--- src/rtl/ea_scaled_pkg.sv ---
package ea_scaled_pkg;
    localparam int EA_W   = 64;
    localparam int DISP_W = 32;
    localparam int SH_W   = 2;
    localparam int HALF_W = EA_W / 2;

    typedef enum logic [1:0] {
        MODE_MEM   = 2'b00,
        MODE_LEA64 = 2'b01,
        MODE_LEA32 = 2'b10,
        MODE_RSVD  = 2'b11
    } ea_mode_e;

    typedef enum logic [1:0] {
        ST_IDLE,
        ST_MEM,
        ST_LEA64,
        ST_LEA32
    } ea_state_e;
endpackage

--- src/rtl/ea_operand_prep.sv ---
module ea_operand_prep #(
    parameter int ADDR_W = 64,
    parameter int DSP_W  = 32,
    parameter int SHW    = 2
) (
    input  logic [DSP_W-1:0]  disp,
    input  logic              has_base,
    input  logic [ADDR_W-1:0] base_val,
    input  logic              has_index,
    input  logic [ADDR_W-1:0] index_val,
    input  logic              scale_given,
    input  logic [SHW-1:0]    scale_sh,
    output logic [ADDR_W-1:0] disp_term,
    output logic [ADDR_W-1:0] base_term,
    output logic [ADDR_W-1:0] index_term
);
    localparam int EXT_W = ADDR_W - DSP_W;

    logic [SHW-1:0] eff_sh;

    always_comb begin
        // Sign-extend the displacement to the full address width.
        disp_term  = {{EXT_W{disp[DSP_W-1]}}, disp};
        // An absent base contributes nothing.
        base_term  = has_base ? base_val : '0;
        // With no explicit scale the factor is 1.
        eff_sh     = scale_given ? scale_sh : '0;
        // An absent index contributes nothing; otherwise shift by the scale.
        index_term = has_index ? (index_val << eff_sh) : '0;
    end
endmodule

--- src/rtl/ea_adder3.sv ---
module ea_adder3 #(
    parameter int ADDR_W = 64
) (
    input  logic [ADDR_W-1:0] a,
    input  logic [ADDR_W-1:0] b,
    input  logic [ADDR_W-1:0] c,
    output logic [ADDR_W-1:0] sum
);
    // Carry-save stage: reduce three operands to a sum vector and a carry vector.
    logic [ADDR_W-1:0] s_vec;
    logic [ADDR_W-1:0] c_vec;

    for (genvar i = 0; i < ADDR_W; i++) begin : g_csa
        assign s_vec[i] = a[i] ^ b[i] ^ c[i];
        if (i + 1 < ADDR_W) begin : g_carry
            assign c_vec[i+1] = (a[i] & b[i]) | (a[i] & c[i]) | (b[i] & c[i]);
        end
    end
    assign c_vec[0] = 1'b0;

    // Final carry-propagate add; the carry out is dropped, so the sum wraps.
    assign sum = s_vec + c_vec;
endmodule

--- src/rtl/ea_result_fmt.sv ---
module ea_result_fmt #(
    parameter int ADDR_W = 64
) (
    input  logic [ADDR_W-1:0] sum,
    input  logic              narrow,
    output logic [ADDR_W-1:0] result
);
    localparam int LOW_W = ADDR_W / 2;

    // In the 32-bit variant keep the low half and clear the upper half.
    always_comb begin
        result = sum;
        if (narrow) begin
            result[ADDR_W-1:LOW_W] = '0;
        end
    end
endmodule

--- src/rtl/ea_scaled_gen.sv ---
module ea_scaled_gen
    import ea_scaled_pkg::*;
#(
    parameter int ADDR_W = EA_W,
    parameter int DSP_W  = DISP_W,
    parameter int SHW    = SH_W
) (
    input  logic              clk,
    input  logic              rst_n,
    input  logic              in_valid,
    input  logic [1:0]        op_mode,
    input  logic [DSP_W-1:0]  disp,
    input  logic              has_base,
    input  logic [ADDR_W-1:0] base_val,
    input  logic              has_index,
    input  logic [ADDR_W-1:0] index_val,
    input  logic              scale_given,
    input  logic [SHW-1:0]    scale_sh,
    output logic              mem_req,
    output logic [ADDR_W-1:0] mem_addr,
    output logic              lea_valid,
    output logic [ADDR_W-1:0] lea_data
);
    localparam int HI_LSB = ADDR_W / 2;

    logic [ADDR_W-1:0] disp_term;
    logic [ADDR_W-1:0] base_term;
    logic [ADDR_W-1:0] index_term;
    logic [ADDR_W-1:0] sum_c;
    logic [ADDR_W-1:0] fmt_c;
    logic [ADDR_W-1:0] result_q;
    ea_state_e         state_q;
    ea_state_e         state_d;
    ea_mode_e          mode_c;

    assign mode_c = ea_mode_e'(op_mode);

    ea_operand_prep #(.ADDR_W(ADDR_W), .DSP_W(DSP_W), .SHW(SHW)) u_prep (
        .disp        (disp),
        .has_base    (has_base),
        .base_val    (base_val),
        .has_index   (has_index),
        .index_val   (index_val),
        .scale_given (scale_given),
        .scale_sh    (scale_sh),
        .disp_term   (disp_term),
        .base_term   (base_term),
        .index_term  (index_term)
    );

    ea_adder3 #(.ADDR_W(ADDR_W)) u_add (
        .a   (disp_term),
        .b   (base_term),
        .c   (index_term),
        .sum (sum_c)
    );

    ea_result_fmt #(.ADDR_W(ADDR_W)) u_fmt (
        .sum    (sum_c),
        .narrow (mode_c == MODE_LEA32),
        .result (fmt_c)
    );

    // Next-state selection: idle unless a request arrives; the reserved mode stays idle.
    always_comb begin
        state_d = ST_IDLE;
        if (in_valid) begin
            unique case (mode_c)
                MODE_MEM:   state_d = ST_MEM;
                MODE_LEA64: state_d = ST_LEA64;
                MODE_LEA32: state_d = ST_LEA32;
                default:    state_d = ST_IDLE;
            endcase
        end
    end

    // State and result registers: one cycle of latency.
    always_ff @(posedge clk) begin
        if (!rst_n) begin
            state_q  <= ST_IDLE;
            result_q <= '0;
        end else begin
            state_q  <= state_d;
            result_q <= fmt_c;
        end
    end

    // Outputs: each one is driven only in the state it belongs to, otherwise zero.
    always_comb begin
        mem_req   = 1'b0;
        mem_addr  = '0;
        lea_valid = 1'b0;
        lea_data  = '0;
        unique case (state_q)
            ST_MEM: begin
                mem_req  = 1'b1;
                mem_addr = result_q;
            end
            ST_LEA64, ST_LEA32: begin
                lea_valid = 1'b1;
                lea_data  = result_q;
            end
            default: ;
        endcase
    end

    a_r1_addr_is_sum: assert property (@(posedge clk) disable iff (!rst_n)
        in_valid && (mode_c == MODE_MEM) |=> mem_addr == $past(sum_c));

    a_r7_mem_exclusive: assert property (@(posedge clk) disable iff (!rst_n)
        in_valid && (mode_c == MODE_MEM) |=> mem_req && !lea_valid && (lea_data == '0));

    a_r8_lea_no_req: assert property (@(posedge clk) disable iff (!rst_n)
        in_valid && (mode_c == MODE_LEA64) |=> lea_valid && !mem_req && (lea_data == $past(sum_c)));

    a_r9_upper_clear: assert property (@(posedge clk) disable iff (!rst_n)
        in_valid && (mode_c == MODE_LEA32) |=> lea_valid && (lea_data[ADDR_W-1:HI_LSB] == '0));

    a_r10_quiet_after_idle: assert property (@(posedge clk) disable iff (!rst_n)
        !in_valid |=> !mem_req && !lea_valid && (mem_addr == '0) && (lea_data == '0));

    a_r11_reserved_quiet: assert property (@(posedge clk) disable iff (!rst_n)
        in_valid && (mode_c == MODE_RSVD) |=> !mem_req && !lea_valid);
endmodule

--- config.mk ---
export PLATFORM = sky130hd
export DESIGN_NAME = ea_scaled_gen
export DESIGN_NICKNAME = d
export VERILOG_FILES = /design/src/rtl/ea_scaled_pkg.sv /design/src/rtl/ea_operand_prep.sv /design/src/rtl/ea_adder3.sv /design/src/rtl/ea_result_fmt.sv /design/src/rtl/ea_scaled_gen.sv
export SDC_FILE = /design/constraint.sdc
export NUM_CORES = 1
export LEC_CHECK = 0
export CORE_ASPECT_RATIO = 0.6
export CORE_MARGIN = 8
export CORE_UTILIZATION = 40
export CTS_BUF_LIST = sky130_fd_sc_hd__clkbuf_4 sky130_fd_sc_hd__clkbuf_8
export CTS_CLUSTER_SIZE = 14
export DETAILED_ROUTE_END_ITERATION = 10
export PLACE_DENSITY = 0.73
export SYNTH_ARGS = -nofsm -noshare
export SYNTH_HDL_FRONTEND = slang
export SYNTH_SLANG_ARGS = --single-unit
--- constraint.sdc ---
create_clock -name clk -period 5.9 [get_ports clk]
set_input_delay 1.475 -clock clk [delete_from_list [all_inputs] [get_ports clk]]
set_output_delay 1.475 -clock clk [all_outputs]
set_load 0.01 [all_outputs]
==> qor.yml <==
status: "complete, no violations"
final_cell_mix: "298 x clkdlybuf4s50_1, 159 x and2_1, 147 x buf_4, 122 x inv_1, 92 x nand2_1"
post_cts_buffers: 0
clk_pin_slew_ns: 0.09
hold_viol: 0
yosys.cell_types.count: 62
ys_warn_count: 0
cts_tree: "done"
stdcell_area_mm2: 0.01412
clockBufferDepth: 2
layout_commonest_cell: "clkdlybuf4s50_1"
cts_buffers: 9
ctsHtreeMaxLevel: 3
power.density_mw_per_mm2: 206.6
synth.avg_cell_area_um2: 7.763
grt_max_degree: 67
grt_pass1_vias: 10250
area_growth_pct: 47.56
synthFlopType: "dfxtp_1"
fmax_mhz: 175.6
cp_data_arrival_time_ns: 5.99
drv_cap: 0
grt_pass1_wl_mm: 57.50
peakVddDrop_uv: 113.7
via_per_inst: 5.285
die_w_um: 215.7
clock_sinks: 66
io_pins: 300
slew_headroom_pct: 19.19
finalCriticalPeriod_ns: 5.695
drc_errors: 0
rsz0062_at_grt: "false"
synth_nets: 1531
min_period_over_period_pct: 96.53
synth_edf_count: 0
crit_top_cell: "buf_4"
required_ns: 6.20
fin_util_pct: 60.63
critical_path_class: "input port to register"
io_buffers: 299
dp_hpwl_mm: 31.23
path_max_fanout: 14
start_util_pct: 41.09
drive_gt1_share_pct: 11.99
hp-class: "input port to register"
row_count: 43
maxSlewViolCount: 0
crit_slowest_cell: "clkdlybuf4s50_1"
layout.nets: 1920
worstPathCellList: "clkdlybuf4s50_1 -> nand2_4 -> buf_4 -> buf_12 -> mux2i_1 -> o22a_1 -> fa_1 -> inv_1 -> ha_1 -> a21o_1 -> a211oi_1 -> o31ai_1 -> buf_4 -> a32oi_1 -> nand3_1 -> o211ai_1 -> buf_4 -> a21oi_1 -> o21ai_0 -> nor3b_1"
die-area_mm2: 0.02930
drtPass1Iterations: 5
drtIter0Drc: 829
endpoint_kind: "register"
antenna_found_initial: 3
ant_nets: 0
async_flop_share_pct: 0
die_h_um: 135.8
start_kind: "input port"
tightest_slew_ns: 1.210
grt_overflow: 0
dpl-instance-area_mm2: 0.01386
yosysSeqAreaShare_pct: 13.80
clock-root-buffer: "clkbuf_8"
core_mm2: 0.02330
slowest_delay_ns: 0.54
drt_wl_total_mm: 36.33
detail_route.wl_per_cell_um: 18.69
syn_area_mm2: 0.009572
syn_inst: 1233
num_vias: 10274
synth-seq-cells: 66
track_usage_pct: 24.39
finalSetupViolCount: 0
place_congestion: 0.9480
leakagePower_nw: 6.656
## per-stage QoR
stage	cells	setup TNS [ns]	setup WS [ns]	hold slack, ns	power, mW
after floorplan	1233	0	0.2733	1.608	1.647
after global placement	1926	-0.4514	-0.1413	2.060	2.381
after detailed placement	1926	-1.144	-0.2647	2.067	2.404
after CTS	1942	0	0.1768	1.630	2.914
after global routing	1944	0	0.006543	1.676	3.140
final	1944	0	0.2048	1.663	2.918
## power by group
group	leakage [nW]	internal [mW]	switching [mW]
sequential	0.549	0.554	0.0595
combinational	5.99	0.865	0.949
clock	0.120	0.290	0.201
total	6.66	1.71	1.21
## sequential cells by signal (all words and copies together) (netlist names)
name / flops
result_q: 64
state_q: 2
## kinds of logic (layout without fill, tap and decap cells)
logic type / after synthesis / after routing / share of synthesized area (%)
fa+ha+maj: 128 / 128 / 21.75
buf+inv: 194 / 588 / 7.712
simple gates: 421 / 421 / 23.24
flops: 66 / 66 / 13.80
mux: 66 / 66 / 6.902
other cells: 0 / 2 / 0
xor+xnor: 46 / 46 / 4.209
compound gates: 312 / 312 / 22.38
## area by class of cell
cell class                 instances  area, µm²
inverter                         123      461.7
clock inverter                     5      102.6
antenna                            2      5.005
fill                            2122       9173
sequential                        66       1323
timing repair buffer             449       4151
tap                              315      394.1
multi-input combinational        973       7547
clock buffer                      11      138.9
## what timing repair did
action	4_1_cts	5_1_grt
gates resized for setup	0	2
hold buffers	0	0
hold endpoints to repair	0	0
setup endpoints to repair	0	5
## synthesized netlist by cell type (all sizes together), types with 37 or more instances
| cell type | number | area share (%) |
|---|---|---|
| o21ai | 39 | 2.1 |
| nor2 | 77 | 3.0 |
| inv | 123 | 4.8 |
| clkbuf | 61 | 2.4 |
| nand2 | 94 | 3.7 |
| mux2i | 66 | 6.9 |
| and2 | 160 | 10 |
| a21o | 40 | 3.1 |
| ha | 64 | 8.4 |
| fa | 64 | 13 |
| a21oi | 84 | 4.4 |
| dfxtp | 66 | 14 |
| o22a | 37 | 3.4 |
## path summary, 6_finish.rpt
check / startpoint / to / slack [ns] / cells after the start
min: in_valid / state_q[0] / 1.66 / 2
max: scale_given / result_q[58] / 0.20 / 20
## worst max-delay path, delay by kind of cell
kind                     cells  cell delay [ns]
buffers and inverters        6             1.30
adder cells (fa/ha/maj)      2             0.84
AO/OA/AOI/OAI                8             1.76
multiplexers                 1             0.14
AND/OR/NAND/NOR              3             0.47
## metal layers
metal	up-vias	GRT usage (%)	routed length (µm)
met5	-	0	0
met4	0	6.142	641
met3	43	6.124	2778
met2	427	37.33	15680
met1	4802	33.94	17230
li1	5002	-	-
No activity file was read; power rests on OpenSTA's default activity.
